### src/rtl/usbob_pkg.sv
package usbob_pkg;
    typedef enum logic [1:0] {
        RX_IDLE = 2'd0,
        RX_FILL = 2'd1,
        RX_SKIP = 2'd2
    } rx_state_t;

    typedef enum logic [1:0] {
        OCC_NONE = 2'd0,
        OCC_ONE  = 2'd1,
        OCC_TWO  = 2'd2
    } occ_state_t;
endpackage

### src/rtl/usbob_rx_fsm.sv
module usbob_rx_fsm
    import usbob_pkg::*;
#(
    parameter int SLOT_BYTES = 128,
    parameter int AW         = $clog2(SLOT_BYTES),
    parameter int LEN_W      = $clog2(SLOT_BYTES + 1)
) (
    input  logic             clk,
    input  logic             rst_n,
    input  logic             out_token,
    input  logic             rx_wr,
    input  logic             rx_eop,
    input  logic             room,
    output logic             hs_ack,
    output logic             hs_nak,
    output logic             mem_we,
    output logic [AW-1:0]    wr_off,
    output logic             commit,
    output logic [LEN_W-1:0] commit_len,
    output logic             ovf_set,
    output rx_state_t        state
);
    localparam logic [LEN_W-1:0] MAX_CNT = LEN_W'(SLOT_BYTES);

    rx_state_t        nxt;
    logic [LEN_W-1:0] wcnt;
    logic             byte_in;
    logic             ack_d;
    logic             nak_d;

    // state register
    always_ff @(posedge clk) begin
        if (!rst_n) state <= RX_IDLE;
        else        state <= nxt;
    end

    // next state and outputs
    always_comb begin
        nxt        = state;
        ack_d      = 1'b0;
        nak_d      = 1'b0;
        mem_we     = 1'b0;
        byte_in    = 1'b0;
        ovf_set    = 1'b0;
        commit     = 1'b0;
        commit_len = wcnt;
        unique case (state)
            RX_IDLE: begin
                if (out_token) begin
                    if (room) begin
                        nxt   = RX_FILL;
                        ack_d = 1'b1;
                    end else begin
                        nxt   = RX_SKIP;
                        nak_d = 1'b1;
                    end
                end
            end
            RX_FILL: begin
                if (rx_wr) begin
                    if (wcnt < MAX_CNT) begin
                        mem_we  = 1'b1;
                        byte_in = 1'b1;
                    end else begin
                        ovf_set = 1'b1;
                    end
                end
                commit_len = wcnt + LEN_W'(byte_in);
                if (rx_eop) begin
                    nxt    = RX_IDLE;
                    commit = (commit_len != '0);
                end
            end
            RX_SKIP: begin
                if (rx_eop) nxt = RX_IDLE;
            end
            default: nxt = RX_IDLE;
        endcase
    end

    always_ff @(posedge clk) begin
        if (!rst_n) begin
            wcnt   <= '0;
            hs_ack <= 1'b0;
            hs_nak <= 1'b0;
        end else begin
            hs_ack <= ack_d;
            hs_nak <= nak_d;
            if (state != RX_FILL || rx_eop) wcnt <= '0;
            else if (byte_in)               wcnt <= wcnt + LEN_W'(1);
        end
    end

    assign wr_off = wcnt[AW-1:0];
endmodule

### src/rtl/usbob_store.sv
module usbob_store #(
    parameter int SLOT_BYTES = 128,
    parameter int AW         = $clog2(SLOT_BYTES),
    parameter int DATA_W     = 8
) (
    input  logic              clk,
    input  logic              we,
    input  logic [AW:0]       waddr,
    input  logic [DATA_W-1:0] wdata,
    input  logic [AW:0]       raddr,
    output logic [DATA_W-1:0] rdata
);
    localparam int DEPTH = 2 * SLOT_BYTES;

    logic [DATA_W-1:0] mem [DEPTH];

    always_ff @(posedge clk) begin
        if (we) mem[waddr] <= wdata;
    end

    assign rdata = mem[raddr];
endmodule

### src/rtl/usbob_slot_trk.sv
module usbob_slot_trk
    import usbob_pkg::*;
#(
    parameter int SLOT_BYTES = 128,
    parameter int AW         = $clog2(SLOT_BYTES),
    parameter int LEN_W      = $clog2(SLOT_BYTES + 1)
) (
    input  logic             clk,
    input  logic             rst_n,
    input  logic             commit,
    input  logic [LEN_W-1:0] commit_len,
    input  logic             pop,
    output logic             room,
    output logic             avail,
    output logic             wr_slot,
    output logic [AW:0]      rd_addr,
    output occ_state_t       occ
);
    occ_state_t       occ_nxt;
    logic             rd_slot;
    logic [LEN_W-1:0] rcnt;
    logic [LEN_W-1:0] len_q [2];
    logic             pop_ok;
    logic             release_s;

    assign avail     = (occ != OCC_NONE);
    assign room      = (occ != OCC_TWO);
    assign pop_ok    = pop && avail;
    assign release_s = pop_ok && (rcnt == len_q[rd_slot] - LEN_W'(1));
    assign rd_addr   = {rd_slot, rcnt[AW-1:0]};

    // occupancy state register
    always_ff @(posedge clk) begin
        if (!rst_n) occ <= OCC_NONE;
        else        occ <= occ_nxt;
    end

    // occupancy transitions: commit moves up, release moves down
    always_comb begin
        occ_nxt = occ;
        unique case (occ)
            OCC_NONE: if (commit) occ_nxt = OCC_ONE;
            OCC_ONE: begin
                if (commit && !release_s)      occ_nxt = OCC_TWO;
                else if (!commit && release_s) occ_nxt = OCC_NONE;
            end
            OCC_TWO: if (release_s) occ_nxt = OCC_ONE;
            default: occ_nxt = OCC_NONE;
        endcase
    end

    always_ff @(posedge clk) begin
        if (!rst_n) begin
            rd_slot <= 1'b0;
            wr_slot <= 1'b0;
            rcnt    <= '0;
            for (int s = 0; s < 2; s++) len_q[s] <= '0;
        end else begin
            if (release_s)   rcnt <= '0;
            else if (pop_ok) rcnt <= rcnt + LEN_W'(1);
            if (release_s) rd_slot <= ~rd_slot;
            if (commit) begin
                len_q[wr_slot] <= commit_len;
                wr_slot        <= ~wr_slot;
            end
        end
    end
endmodule

### src/rtl/usb_out_pktbuf.sv
module usb_out_pktbuf
    import usbob_pkg::*;
#(
    parameter int SLOT_BYTES = 128,
    parameter int DATA_W     = 8,
    parameter int RD_W       = 32
) (
    input  logic              clk,
    input  logic              rst_n,
    input  logic              out_token,
    input  logic              rx_wr,
    input  logic [DATA_W-1:0] rx_data,
    input  logic              rx_eop,
    output logic              hs_ack,
    output logic              hs_nak,
    input  logic              dma_mode,
    input  logic              rd_pop,
    output logic [RD_W-1:0]   rd_data,
    output logic              irq,
    output logic              dma_req,
    output logic              ovf,
    input  logic              ovf_clr
);
    localparam int AW    = $clog2(SLOT_BYTES);
    localparam int LEN_W = $clog2(SLOT_BYTES + 1);

    rx_state_t         rx_st;
    occ_state_t        occ_st;
    logic              room;
    logic              avail;
    logic              mem_we;
    logic [AW-1:0]     wr_off;
    logic              commit;
    logic [LEN_W-1:0]  commit_len;
    logic              ovf_set;
    logic              wr_slot;
    logic [AW:0]       rd_addr;
    logic [DATA_W-1:0] mem_rd;

    usbob_rx_fsm #(.SLOT_BYTES(SLOT_BYTES), .AW(AW), .LEN_W(LEN_W)) u_rx (
        .clk        (clk),
        .rst_n      (rst_n),
        .out_token  (out_token),
        .rx_wr      (rx_wr),
        .rx_eop     (rx_eop),
        .room       (room),
        .hs_ack     (hs_ack),
        .hs_nak     (hs_nak),
        .mem_we     (mem_we),
        .wr_off     (wr_off),
        .commit     (commit),
        .commit_len (commit_len),
        .ovf_set    (ovf_set),
        .state      (rx_st)
    );

    usbob_store #(.SLOT_BYTES(SLOT_BYTES), .AW(AW), .DATA_W(DATA_W)) u_store (
        .clk   (clk),
        .we    (mem_we),
        .waddr ({wr_slot, wr_off}),
        .wdata (rx_data),
        .raddr (rd_addr),
        .rdata (mem_rd)
    );

    usbob_slot_trk #(.SLOT_BYTES(SLOT_BYTES), .AW(AW), .LEN_W(LEN_W)) u_trk (
        .clk        (clk),
        .rst_n      (rst_n),
        .commit     (commit),
        .commit_len (commit_len),
        .pop        (rd_pop),
        .room       (room),
        .avail      (avail),
        .wr_slot    (wr_slot),
        .rd_addr    (rd_addr),
        .occ        (occ_st)
    );

    always_ff @(posedge clk) begin
        if (!rst_n)       ovf <= 1'b0;
        else if (ovf_set) ovf <= 1'b1;
        else if (ovf_clr) ovf <= 1'b0;
    end

    assign rd_data = RD_W'(avail ? mem_rd : '0);
    assign irq     = avail && !dma_mode;
    assign dma_req = avail && dma_mode;
endmodule

### config.mk
export PLATFORM = sky130hd
export DESIGN_NAME = usb_out_pktbuf
export DESIGN_NICKNAME = d
export VERILOG_FILES = /design/src/rtl/usbob_pkg.sv /design/src/rtl/usbob_rx_fsm.sv /design/src/rtl/usbob_store.sv /design/src/rtl/usbob_slot_trk.sv /design/src/rtl/usb_out_pktbuf.sv
export SDC_FILE = /design/constraint.sdc
export NUM_CORES = 2
export LEC_CHECK = 0
export BUFFER_PORTS_ARGS = -buffer_cell sky130_fd_sc_hd__buf_2
export CELL_PAD_IN_SITES_DETAIL_PLACEMENT = 1
export CELL_PAD_IN_SITES_GLOBAL_PLACEMENT = 2
export CORE_MARGIN = 5
export CORE_UTILIZATION = 50
export DETAILED_ROUTE_END_ITERATION = 10
export PLACE_DENSITY = 0.88
export SYNTH_ARGS = -nofsm -noshare
export SYNTH_HDL_FRONTEND = slang
export SYNTH_SLANG_ARGS = --single-unit
### constraint.sdc
create_clock -name clk -period 3.8 [get_ports clk]
set_clock_uncertainty 0.1 [all_clocks]
set_input_delay 0.76 -clock clk [delete_from_list [all_inputs] [get_ports clk]]
set_output_delay 0.76 -clock clk [all_outputs]
set_load 0.05 [all_outputs]
# After elaboration in Yosys (flattened, before gate mapping)
# Memories as Yosys holds them, arrays and structs flattened. A register that Yosys moved wholly into a read port is not among the register bits.
# Index checks and enable logic that the tools add are counted.
dict set report classes {
  addsub 4
  multipliers 0
  n_div 0
  magnitude_cmp 1
  n_eq_ne 12
  shifts 0
  n_mux 36
  bitwise 3
  reduce_logical 22
}
# cell n
set op_table {}
lappend op_table {{$mux 1} 24}
lappend op_table {{$mux 8} 3}
lappend op_table {{$add 8x1->8 const B} 2}
lappend op_table {{$mux 2} 7}
lappend op_table {{$add 8x1->8} 1}
lappend op_table {{$eq 8x8->1} 1}
lappend op_table {{$lt 8x8->1 const B} 1}
lappend op_table {{$ne 2x1->1 const B} 4}
lappend op_table {{$reduce_bool 8->1} 1}
lappend op_table {{$reduce_or 8->1} 1}
lappend op_table {{$sub 8x1->8 const B} 1}
lappend op_table {{$logic_and 1x1->1} 6}
lappend op_table {{$pmux 2 s3} 1}
lappend op_table {{$reduce_and 3->1} 2}
lappend op_table {{$reduce_or 2->1} 3}
lappend op_table {{$eq 2x1->1 const B} 2}
lappend op_table {{$eq 2x2->1 const B} 2}
lappend op_table {{$logic_not 2->1} 2}
lappend op_table {{$ne 2x2->1 const B} 2}
lappend op_table {{$pmux 2 s2} 1}
lappend op_table {{$reduce_bool 2->1} 2}
lappend op_table {{$logic_not 1->1} 3}
lappend op_table {{$ne 3x1->1 const B} 1}
lappend op_table {{$not 1->1} 3}
lappend op_table {{other kinds (2)} 2}
dict set report word_totals {
  ff_bits 25
  latchBits 0
  mem_bits_rw 2064
  mem_bits_ro 0
  inputBits 16
  memories 2
}
# memory words width read_ports rd_ports_with_merged_regs wr line
set mem_list {}
lappend mem_list {u_store.mem 256 8 1 0 1 usbob_store.sv:15} ;# logic [DATA_W-1:0] mem [DEPTH];
lappend mem_list {u_trk.len_q 2 8 1 1 2 usbob_slot_trk.sv:22} ;# logic [LEN_W-1:0] len_q [2];

# Longest topological paths before layout
dict set report depth {
  ltp_word 13
  depth_mapped 13
  depth_no_buf 10
}

# By module
# From an unflattened synthesis, not the netlist that was laid out.
dict set report unflattened {
  hier_cells 4016
  area_unflattened_um2 82188.8
}
# module n_inst cells_each area_each_um2
set modules_own_cells {}
lappend modules_own_cells {usbob_store 1 3725 79396.1}
lappend modules_own_cells {usbob_slot_trk 1 146 1586.5}
lappend modules_own_cells {usbob_rx_fsm 1 107 923.4}
lappend modules_own_cells {usb_out_pktbuf 1 38 282.8}

# Worst setup path after synthesis
# OpenSTA, ideal clock, no wires.
dict set report synth_path {
  path_type {reg-to-output}
  start {register u_trk.rcnt[0]}
  end {output rd_data[0]}
  arrival_ns 3.075
  required_time_ns 2.940
  setup_slack_ns -0.135
  stages_incl_launch_ff 12
  path_cell_list {dfxtp_1 buf_6 buf_8 buf_8 buf_8 buf_8 mux2i_1 a221oi_1 o21ai_0 a22oi_1 o22ai_1 o32ai_1}
}
dict set report synth_via {
  elab_chain_len 2
}
# item line
set synth_lines {}
lappend synth_lines {{start: declaration} usbob_slot_trk.sv:21} ;# logic [LEN_W-1:0] rcnt;
lappend synth_lines {{start signal: assignment} usbob_slot_trk.sv:60} ;# else if (pop_ok) rcnt <= rcnt + LEN_W'(1);
lappend synth_lines {{$mem_v2 256x8} --}
lappend synth_lines {{$mux 8} usb_out_pktbuf.sv:85} ;# assign rd_data = RD_W'(avail ? mem_rd : '0);
lappend synth_lines {{end: declaration} usb_out_pktbuf.sv:18} ;# output logic [RD_W-1:0] rd_data,
# No other way between the ends.

# Final worst setup path
dict set report layout_path {
  start {register u_trk.rcnt[0]}
  end {output rd_data[5]}
}
# Same word-level chain as after synthesis.

==> impl_metrics.yaml <==
outcome:
  status: "complete, but fails checks"
  violations: "negative setup slack"
sta:
  rsz0062_at_grt: "true"
  min_period_ns: 5.348
  fmax_mhz: 187.0
  finalSetupViolations: 8
  hold_viol: 0
  tightest_slew_ns: 1.230
  period_share_pct: 140.7
  setup_ws_ns: -1.548
  slew_violations: 0
  slew_headroom_pct: 18.00
clocking:
  cts_tree: "built"
  cts.sinks: 2090
  clockRootBuffer: "clkbuf_16"
  cts_buffer_depth: 3
  cts_made_buffers: 206
  clock_latency_ns: 0.88
  path_clk_slew_ns: 0.07
  cts_htree_levels: 4
synthesis:
  synth_area_mm2: 0.08233
  syn_area_per_cell_um2: 20.39
  synthFlopType: "edfxtp_1"
  ys_warn_count: 0
  ys_ff_latch: 2090
  synth_edf_count: 2064
  seq_area_frac_synth_pct: 75.91
  async_flop_share_pct: 0
  synthDistinctLibCells: 80
  synth_cells: 4038
route:
  drt_first_pass_iters: 6
  num_vias: 51960
  drt-initial-drc-count: 10180
  avgRoutedWirePerCell_um: 42.68
  ant_nets: 0
  vias_per_cell: 7.169
  drc: 0
  routed_wl_mm: 309.3
power_and_ir_drop:
  p_total_mw: 49.03
  p_comb_share_pct: 2.6
  p_seq_share_pct: 51.6
  switching_share_pct: 21.67
  p_switching_mw: 10.63
  clkPwrFrac_pct: 45.7
  cellPowerDensity_mw_per_mm2: 489.3
  p_leak_nw: 31.99
  p_int_mw: 38.41
  vdd_drop_max_uv: 499.3
global_routing:
  grt_max_degree: 116
  antenna_found_initial: 25
  grt_pass1_vias: 51910
  grt_pass1_wl_mm: 418.2
  gr-total-overflow: 0
  grt_usage_pct: 34.45
setup_path:
  arrival_ns: 4.49
  critical_path.endpoint_type: "primary output"
  crit_slowest_cell: "a21oi_1"
  startpoint_type: "flip-flop"
  cp_max_fo: 7
  cp_num_buf_inv: 4
  crit_family: "compound AO/OA/AOI/OAI gates"
  crit_type: "flip-flop to primary output"
  slowest_delay_ns: 0.96
  cp.required_ns: 2.94
  crit_chain: "buf_12 > clkbuf_16 > buf_4 > mux4_1 > o22ai_1 > a21oi_1 > o221ai_1 > nand2b_1 > a41o_2 > buf_8"
  ff2ff_setup_slack_ns: 0.41
job:
  drv_cap: 0
placed_design:
  pre_cts_slack_ns: -1.196
  place_area_mm2: 0.09013
  numPortBuffers: 28
  hpwl_mm: 170.7
  place.gp.congestion: 0.9093
die:
  pin_count: 53
  fp.dieArea_mm2: 0.1729
  fp.dieH_um: 415.8
  core_mm2: 0.1644
  initial_core_util_pct: 50.07
  fp-row-count: 149
  die_w_um: 415.8
finish:
  drive_above_1_share_pct: 36.64
  mostFrequentLayoutCells: "edfxtp_1, buf_4, mux4_2"
  multi_input_area_mm2: 0.01940
  syn2layout_area_growth_pct: 21.71
  fillers: 13800
  fin_nets: 4890
  final_util_pct: 60.95
  stdcell_area_mm2: 0.1002
  layout_commonest_cell: "edfxtp_1"
  register_area_mm2: 0.06252
worst_hold_path:
  min_path_type: "input port to flip-flop"
power groups by stage:
stage | combinational, mW | clock (mW) | sequential (mW)
2_1_floorplan | 0.451 | 0 | 25.8
3_3_place_gp | 1.00 | 0 | 25.8
3_5_place_dp | 1.07 | 0 | 25.8
4_1_cts | 1.20 | 22.1 | 25.3
5_1_grt | 1.31 | 23.6 | 25.3
6_report | 1.29 | 22.4 | 25.3
per-stage QoR:
step | hold slack (ns) | setup TNS, ns | std cells
after CTS | 0.02861 | -7.704 | 7209
final | 0.04772 | -10.42 | 7248
after global placement | 0.3670 | -4.250 | 6744
after global routing | 0.07223 | -9.624 | 7233
after floorplan | 0.3879 | 0 | 4061
after detailed placement | 0.3713 | -5.167 | 6744
cell type report:
type / count / area share [%]
timing repair buffer: 858 / 8.278
tap: 2189 / 2.733
inverter: 13 / 0.05119
multi-input combinational: 1695 / 19.36
clock buffer: 237 / 5.397
antenna: 16 / 0.03995
clock inverter: 150 / 1.753
sequential: 2090 / 62.39
synthesized netlist by cell type (all sizes together) (3+ instances only):
library cell | number | share of area, %
a2111oi | 5 | 0.053
a211oi | 22 | 0.21
a21o | 3 | 0.027
a21oi | 72 | 0.44
a221oi | 28 | 0.30
a22o | 12 | 0.13
a22oi | 90 | 0.83
a311oi | 6 | 0.064
a31oi | 14 | 0.11
and2 | 9 | 0.070
and3 | 9 | 0.068
buf | 172 | 1.7
clkbuf | 91 | 0.48
dfxtp | 26 | 0.63
edfxtp | 2064 | 75
ha | 10 | 0.15
inv | 11 | 0.050
mux2 | 6 | 0.082
mux2i | 150 | 1.8
mux4 | 467 | 13
nand2 | 124 | 0.57
nand2b | 12 | 0.091
nand3 | 29 | 0.18
nand3b | 6 | 0.055
nand4 | 8 | 0.061
nor2 | 342 | 1.6
nor2b | 22 | 0.17
nor3 | 23 | 0.14
nor3b | 4 | 0.036
nor4 | 10 | 0.084
nor4b | 3 | 0.040
o2111ai | 9 | 0.096
o211ai | 11 | 0.10
o21ai | 39 | 0.24
o221ai | 22 | 0.23
o22ai | 21 | 0.16
o31ai | 9 | 0.082
o32ai | 4 | 0.043
o41ai | 5 | 0.062
or2 | 3 | 0.023
or3 | 7 | 0.053
xnor2 | 21 | 0.22
xor2 | 9 | 0.096
state kept, by name, summed over array words and instances (netlist names), named ones only:
name	cells
u_trk.rcnt	8
u_trk.occ	2
u_store.mem	2048
u_trk.rd_slot	1
u_rx.hs_nak	1
u_trk.len_q	16
u_rx.wcnt	8
u_rx.hs_ack	1
u_trk.wr_slot	1
ovf	1
u_rx.state	2
path summary, 6_finish.rpt:
kind	from	endpoint	cells past startpoint
worst max register to register	flip-flop	u_trk.rcnt[1]$_SDFFE_PP0P_	10
worst min register to register	ovf$_SDFFE_PN0P_	ovf$_SDFFE_PN0P_	2
worst min-delay path	ovf_clr	ovf$_SDFFE_PN0P_	3
worst max-delay path	u_trk.rcnt[0]$_SDFFE_PP0P_	rd_data[5]	10
what timing repair did:
action | in CTS | in global routing
pin swaps | 55 | 55
hold buffers | 0 | 0
buffers inserted | 76 | 36
gates resized for setup | 236 | 121
setup endpoints to repair | 8 | 8
gates cloned | 10 | 1
worst register-to-register path, delay by kind of cell (launching register included):
kind                       cells  cell delay (ns)
AOI/OAI and AO/OA              1             0.33
xor gates and xnor gates       1             0.08
adders and majority gates      1             0.26
buffers and inverters          1             0.18
DFF                            1             0.42
muxes                          1             0.33
and+or+nand+nor                5             1.53
layer usage:
layer  vias up  track usage (%)  routed length (um)
li1      18340                -                   -
met1     26130            41.83               95510
met2      5793            53.09              140000
met3      1680            10.77               44300
met4        22            23.54               29030
met5         -           0.4168                 464
cells by family (layout without fill, tap and decap cells):
logic type      after synthesis  after routing  share of synthesized area [%]
buf+inv                     276           1258                          2.217
flops                      2090           2090                          75.91
other cells                   1             40                       0.004555
compound gates              388            388                          3.343
xor+xnor                     30             30                         0.3191
simple gates                620            620                          3.282
fa+ha+maj                    10             10                         0.1520
mux                         623            623                          14.77
No activity file was read; power rests on OpenSTA's default activity.
